$ cat src/rtl/ps2_rx_pkg.sv
package ps2_rx_pkg;

  typedef enum logic [1:0] {
    DEV_UNKNOWN  = 2'd0,
    DEV_KEYBOARD = 2'd1,
    DEV_MOUSE    = 2'd2
  } dev_kind_e;

  localparam int         FRAME_BITS  = 11;
  localparam logic [7:0] SELFTEST_OK = 8'hAA;
  localparam logic [7:0] MOUSE_ID    = 8'h00;
  localparam logic [7:0] CMD_ACK     = 8'hFA;

endpackage

$ cat src/rtl/ps2_line_filter.sv
// Two-flop synchronizer followed by a stability filter: the output level
// changes only after the synchronized input has differed for STABLE_CYC cycles.
module ps2_line_filter #(
  parameter int STABLE_CYC = 8
) (
  input  logic clk,
  input  logic rst_n,
  input  logic line_i,
  output logic level_o
);
  localparam int CW = $clog2(STABLE_CYC + 1);

  logic          s1_q, s2_q;
  logic [CW-1:0] run_q;

  always_ff @(posedge clk) begin
    if (!rst_n) begin
      s1_q    <= 1'b1;
      s2_q    <= 1'b1;
      level_o <= 1'b1;
      run_q   <= '0;
    end else begin
      s1_q <= line_i;
      s2_q <= s1_q;
      if (s2_q == level_o) begin
        run_q <= '0;
      end else if (run_q == CW'(STABLE_CYC - 1)) begin
        level_o <= s2_q;
        run_q   <= '0;
      end else begin
        run_q <= run_q + 1'b1;
      end
    end
  end
endmodule

$ cat src/rtl/ps2_frame_rx.sv
// Collects one word on the falling edges of the filtered device clock,
// validates it and watches for a stalled word.
module ps2_frame_rx
  import ps2_rx_pkg::*;
#(
  parameter int BIT_TO_CYC = 10000
) (
  input  logic       clk,
  input  logic       rst_n,
  input  logic       clk_lvl,
  input  logic       dat_lvl,
  input  logic       hold_i,
  output logic       frm_ok,
  output logic       frm_err,
  output logic [7:0] frm_byte
);
  localparam int TW       = $clog2(BIT_TO_CYC + 1);
  localparam int LAST_BIT = FRAME_BITS - 1;

  logic                  clk_prev_q;
  logic                  busy_q;
  logic [3:0]            bit_q;
  logic [FRAME_BITS-2:0] sr_q;
  logic [TW-1:0]         idle_q;
  logic [FRAME_BITS-1:0] word_next;
  logic                  fall;
  logic                  word_good;

  assign fall      = clk_prev_q & ~clk_lvl;
  assign word_next = {dat_lvl, sr_q};
  assign word_good = ~word_next[0] & word_next[LAST_BIT] & (^word_next[LAST_BIT-1:1]);

  always_ff @(posedge clk) begin
    if (!rst_n) begin
      clk_prev_q <= 1'b1;
      busy_q     <= 1'b0;
      bit_q      <= '0;
      sr_q       <= '0;
      idle_q     <= '0;
      frm_ok     <= 1'b0;
      frm_err    <= 1'b0;
      frm_byte   <= '0;
    end else begin
      frm_ok     <= 1'b0;
      frm_err    <= 1'b0;
      clk_prev_q <= clk_lvl;
      if (hold_i) begin
        busy_q <= 1'b0;
        bit_q  <= '0;
        idle_q <= '0;
      end else if (fall) begin
        sr_q   <= word_next[LAST_BIT:1];
        idle_q <= '0;
        if (bit_q == 4'(LAST_BIT)) begin
          busy_q <= 1'b0;
          bit_q  <= '0;
          if (word_good) begin
            frm_ok   <= 1'b1;
            frm_byte <= word_next[8:1];
          end else begin
            frm_err <= 1'b1;
          end
        end else begin
          busy_q <= 1'b1;
          bit_q  <= bit_q + 1'b1;
        end
      end else if (busy_q) begin
        if (idle_q == TW'(BIT_TO_CYC - 1)) begin
          busy_q  <= 1'b0;
          bit_q   <= '0;
          idle_q  <= '0;
          frm_err <= 1'b1;
        end else begin
          idle_q <= idle_q + 1'b1;
        end
      end
    end
  end
endmodule

$ cat src/rtl/ps2_dev_classify.sv
// Decides what is attached from the byte stream: self-test byte, then the
// identity byte or a timeout; also an identity reply after a host query.
module ps2_dev_classify
  import ps2_rx_pkg::*;
#(
  parameter int ID_WAIT_CYC = 2000000
) (
  input  logic       clk,
  input  logic       rst_n,
  input  logic       byte_ok,
  input  logic [7:0] byte_val,
  input  logic       query_i,
  output dev_kind_e  dev_o
);
  localparam int TW = $clog2(ID_WAIT_CYC + 1);

  logic          wait_id_q;
  logic          armed_q;
  logic [TW-1:0] tmr_q;
  dev_kind_e     verdict;

  assign verdict = (byte_val == MOUSE_ID) ? DEV_MOUSE : DEV_KEYBOARD;

  always_ff @(posedge clk) begin
    if (!rst_n) begin
      dev_o     <= DEV_UNKNOWN;
      wait_id_q <= 1'b0;
      armed_q   <= 1'b0;
      tmr_q     <= '0;
    end else begin
      if (byte_ok && byte_val == SELFTEST_OK) begin
        dev_o     <= DEV_UNKNOWN;
        wait_id_q <= 1'b1;
        armed_q   <= 1'b0;
        tmr_q     <= '0;
      end else if (byte_ok && wait_id_q) begin
        wait_id_q <= 1'b0;
        dev_o     <= verdict;
      end else if (byte_ok && armed_q && byte_val != CMD_ACK) begin
        armed_q <= 1'b0;
        dev_o   <= verdict;
      end else if (wait_id_q) begin
        if (tmr_q == TW'(ID_WAIT_CYC - 1)) begin
          wait_id_q <= 1'b0;
          dev_o     <= DEV_KEYBOARD;
        end else begin
          tmr_q <= tmr_q + 1'b1;
        end
      end
      if (query_i) armed_q <= 1'b1;
    end
  end
endmodule

$ cat src/rtl/ps2_host_rx.sv
module ps2_host_rx
  import ps2_rx_pkg::*;
#(
  parameter int FILT_LEN    = 8,
  parameter int BIT_TO_CYC  = 10000,
  parameter int ID_WAIT_CYC = 2000000
) (
  input  logic       clk,
  input  logic       rst_n,
  input  logic       ps2_clk_i,
  input  logic       ps2_dat_i,
  input  logic       inhibit_i,
  input  logic       id_query_i,
  output logic       ps2_clk_oe,
  output logic       m_valid,
  input  logic       m_ready,
  output logic [7:0] m_data,
  output logic       err_pulse,
  output logic [1:0] dev_type
);
  localparam int N_LINES = 2;

  logic [N_LINES-1:0] raw_lines;
  logic [N_LINES-1:0] lvl;
  logic               frm_ok, frm_err;
  logic [7:0]         frm_byte;
  dev_kind_e          dev_q;
  logic               slot_free;

  assign raw_lines = {ps2_dat_i, ps2_clk_i};

  for (genvar gi = 0; gi < N_LINES; gi++) begin : g_line
    ps2_line_filter #(.STABLE_CYC(FILT_LEN)) u_filt (
      .clk     (clk),
      .rst_n   (rst_n),
      .line_i  (raw_lines[gi]),
      .level_o (lvl[gi])
    );
  end

  ps2_frame_rx #(.BIT_TO_CYC(BIT_TO_CYC)) u_frame (
    .clk      (clk),
    .rst_n    (rst_n),
    .clk_lvl  (lvl[0]),
    .dat_lvl  (lvl[1]),
    .hold_i   (inhibit_i),
    .frm_ok   (frm_ok),
    .frm_err  (frm_err),
    .frm_byte (frm_byte)
  );

  ps2_dev_classify #(.ID_WAIT_CYC(ID_WAIT_CYC)) u_cls (
    .clk      (clk),
    .rst_n    (rst_n),
    .byte_ok  (frm_ok),
    .byte_val (frm_byte),
    .query_i  (id_query_i),
    .dev_o    (dev_q)
  );

  assign dev_type  = dev_q;
  assign slot_free = ~m_valid | m_ready;

  always_ff @(posedge clk) begin
    if (!rst_n) begin
      m_valid    <= 1'b0;
      m_data     <= '0;
      err_pulse  <= 1'b0;
      ps2_clk_oe <= 1'b0;
    end else begin
      ps2_clk_oe <= inhibit_i;
      err_pulse  <= frm_err | (frm_ok & ~slot_free);
      if (frm_ok && slot_free) begin
        m_valid <= 1'b1;
        m_data  <= frm_byte;
      end else if (m_ready) begin
        m_valid <= 1'b0;
      end
    end
  end
endmodule

$ cat config.mk
export PLATFORM = sky130hd
export DESIGN_NAME = ps2_host_rx
export DESIGN_NICKNAME = d
export VERILOG_FILES = /design/src/rtl/ps2_rx_pkg.sv /design/src/rtl/ps2_line_filter.sv /design/src/rtl/ps2_frame_rx.sv /design/src/rtl/ps2_dev_classify.sv /design/src/rtl/ps2_host_rx.sv
export SDC_FILE = /design/constraint.sdc
export NUM_CORES = 1
export LEC_CHECK = 0
export CAP_MARGIN = 20
export CORE_ASPECT_RATIO = 0.75
export CORE_UTILIZATION = 40
export CTS_CLUSTER_SIZE = 14
export DETAILED_ROUTE_END_ITERATION = 6
export DONT_BUFFER_PORTS = 1
export PLACE_DENSITY = 0.62
export RECOVER_POWER = 25
export SLEW_MARGIN = 20
export SYNTH_ARGS = -nofsm -noshare
export SYNTH_HDL_FRONTEND = slang
export SYNTH_HIERARCHICAL = 1
export SYNTH_SLANG_ARGS = --single-unit
export TNS_END_PERCENT = 20
$ cat constraint.sdc
create_clock -name clk -period 2.5 [get_ports clk]
set_input_delay 0.75 -clock clk [delete_from_list [all_inputs] [get_ports clk]]
set_output_delay 0.75 -clock clk [all_outputs]
set_load 0.02 [all_outputs]
==> run_results.csv <==
group,metric,value,unit
synthesis,ys.flop_type,"dfxtp_1",
global_route,grt_pass1_wl,12990,um
clocking,htree_levels,3,
timing,fin_crit,2121,ps
final_layout,area_delta_synth_final,7.920,%
synthesis,postSynthAreaPerCell,9.626,um^2
clocking,cts_setup_buffers,0,
final_layout,nNetsFinal,442,
synthesis,synthArstFlopShare,0,%
final_layout,num_antenna_cells,0,
synthesis,synth_xor_area_share,8.857,%
clocking,clk_path_buf_depth,2,
route,via_count,2861,
flow_run,timing.max_cap.violations,0,
final_layout,post-route-util,45.34,%
timing,final_max_slew_viol_count,0,
synthesis,synthMuxAreaShare,7.799,%
final_layout,fillerInstances,957,
setup_path,cp_max_fo,16,
setup_path,start_kind,"flip-flop",
die,core,9852,um^2
synthesis,ys_types,66,
global_route,antenna_found_initial,0,
synthesis,synth-edff-count,0,
clocking,cts_resized,0,
die,start_util,42.01,%
final_layout,drive_gt1_share,8.545,%
clocking,cts_made_buffers,9,
setup_path,cp.required,2690,ps
global_route,grt_pass1_vias,2816,
die,die_w,119.5,um
final_layout,mostFrequentLayoutCells,"90 x dfxtp_1, 52 x nand2_1, 40 x nor2_1, 30 x mux2i_1, 21 x xor2_1",
power_and_ir_drop,ir_drop,0.3657,mV
synthesis,synth_top_family_by_area,"simple AND/OR/NAND/NOR gates",
route,wire_per_inst,12.76,um
synthesis,ys_ff_latch,90,
synthesis,synthAdderAreaFrac,1.814,%
timing,final.setup.tns,0,ps
clocking,clkSinkCount,90,
route,routed_wl,7209,um
synthesis,synth-simple-area-share,26.03,%
placement,port_buffers,0,
setup_path,cp-end-kind,"flip-flop",
placement,place_congestion,0.7502,
synthesis,synthCells,430,
timing,skew,5.527,ps
route,drt_pass1_iterations,4,
route,drc,0,
power_and_ir_drop,leakagePower,1.542,nW
route,viasPerCell,5.064,
clocking,cts_tree,"yes",
global_route,overflow,0,
min_path,hp-class,"flip-flop to flip-flop",
final_layout,final_common_cell,"dfxtp_1",
die,num_rows,31,
status,status,"completed",
final_layout,multi_input_area,2167,um^2
route,antenna_left,0,
setup_path,cp_data_arrival_time,2310,ps
setup_path,worstSetupPathType,"flip-flop to flip-flop",
synthesis,synth_area,4139,um^2
global_route,grt_use_total,14.87,%
route,drt_iter0_drc,209,
clocking,clk_latency,330,ps
final_layout,layout.area.seq,1802,um^2
synthesis,synth_compound_gate_area_share,8.041,%
clocking,cts_hold_repair.buffers,0,
timing,rsz0062_at_grt,"false",
power_and_ir_drop,p_per_area,604.2,nW/um^2
timing,slew_headroom,54.57,%
setup_path,rrSetupSlack,380,ps
timing,tightest_slew,675.4,ps
die,io_pins,20,
timing,final_hold_viol_count,0,
synthesis,synth_nets,443,
global_route,grt_max_degree,64,
placement,dp_hpwl,4985,um
clocking,cts.clk_slew.worst_paths,60,ps
synthesis,synth.yosys.seq_area_share,43.53,%
timing,clock.fmax,471.4,MHz
die,chipHeight,90.10,um
timing,setup_viol,0,
synthesis,yosysWarnings,6,
die,die_area,10760,um^2
timing,period_share,84.85,%
clocking,root_buffer,"clkbuf_16",
-- worst max-delay path, cell delays in order, from the launching register on --
cell     delay [ps]
dfxtp_1         350
or4b_1          510
or4_4           580
o21ai_4         390
o22ai_1         150
-- cell usage after synthesis, types with 7 or more instances --
library cell / number / share of area [%]
nor2_1: 40 / 3.6
a21oi_1: 7 / 0.85
nor3_1: 7 / 0.85
dfxtp_1: 90 / 44
xor2_1: 21 / 4.4
nand4_1: 10 / 1.5
nand2_1: 52 / 4.7
nand3_1: 20 / 2.4
nor2b_1: 12 / 1.8
inv_1: 12 / 1.1
mux2i_1: 30 / 7.3
xnor2_1: 13 / 2.8
o21ai_0: 9 / 1.1
-- power breakdown --
part           internal [mW]  leakage (nW)  switching [mW]
clock network          0.721         0.132           0.508
registers               1.44         0.726         0.00414
logic                 0.0101         0.684          0.0159
-- flip-flops by register name, indices dropped and copies added (netlist names), 2 cells and up --
register and count:
g_line.u_filt/run_q 8, g_line.u_filt/s2_q 2, u_cls/tmr_q 21, g_line.u_filt/level_o 2, u_frame/sr_q 10, u_frame/bit_q 4
u_frame/frm_byte 8, m_data 8, u_cls/dev_o 2, g_line.u_filt/s1_q 2, u_frame/idle_q 14
-- path summary, 6_finish.rpt --
path | start | to | cells after the start
max | u_frame/idle_q[5] | u_frame/bit_q[1] | 4
min | g_line[0].u_filt/s1_q | g_line[0].u_filt/s2_q | 1
max reg2reg | u_frame/idle_q[5] | u_frame/bit_q[1] | 4
min reg2reg | g_line[0].u_filt/s1_q | g_line[0].u_filt/s2_q | 1
-- area by class of cell --
type                    instances  area share [%]
repair buffers                  3          0.3361
clock inverters                 2          0.2801
well taps                     132           3.697
flip-flops and latches         90           40.34
multi-input cells             313           48.52
inverters                      12           1.008
clock buffers                  13           5.826
-- logic make-up after synthesis --
family | Yosys count
AO/OA/AOI/OAI | 44
XOR/XNOR | 37
adder cells (fa/ha/maj) | 6
buffers and inverters | 27
flip-flops | 90
multiplexers | 31
AND/OR/NAND/NOR | 195
-- layer usage --
metal  up-vias  global-route usage [%]  routed length [um]
met5         -                       0                   0
met4         0                   4.375                  38
met3         4                   5.584                 332
met2        42                   21.97                2879
met1      1314                   20.03                3957
li1       1501                       -                   -
-- per-stage QoR --
step / instances / area (um^2) / total power [mW] / hold WS [ps] / worst slack, ps
after floorplan: 430 / 4139 / 1.510 / 386.3 / 444.4
after global placement: 550 / 4214 / 1.501 / 392.3 / 428.2
after detailed placement: 550 / 4214 / 1.502 / 393.9 / 389.8
after CTS: 565 / 4487 / 2.741 / 407.8 / 379.7
after global routing: 565 / 4467 / 2.808 / 430.5 / 263.7
final: 565 / 4467 / 2.699 / 407.3 / 378.8
No activity file was read; power rests on OpenSTA's default activity.
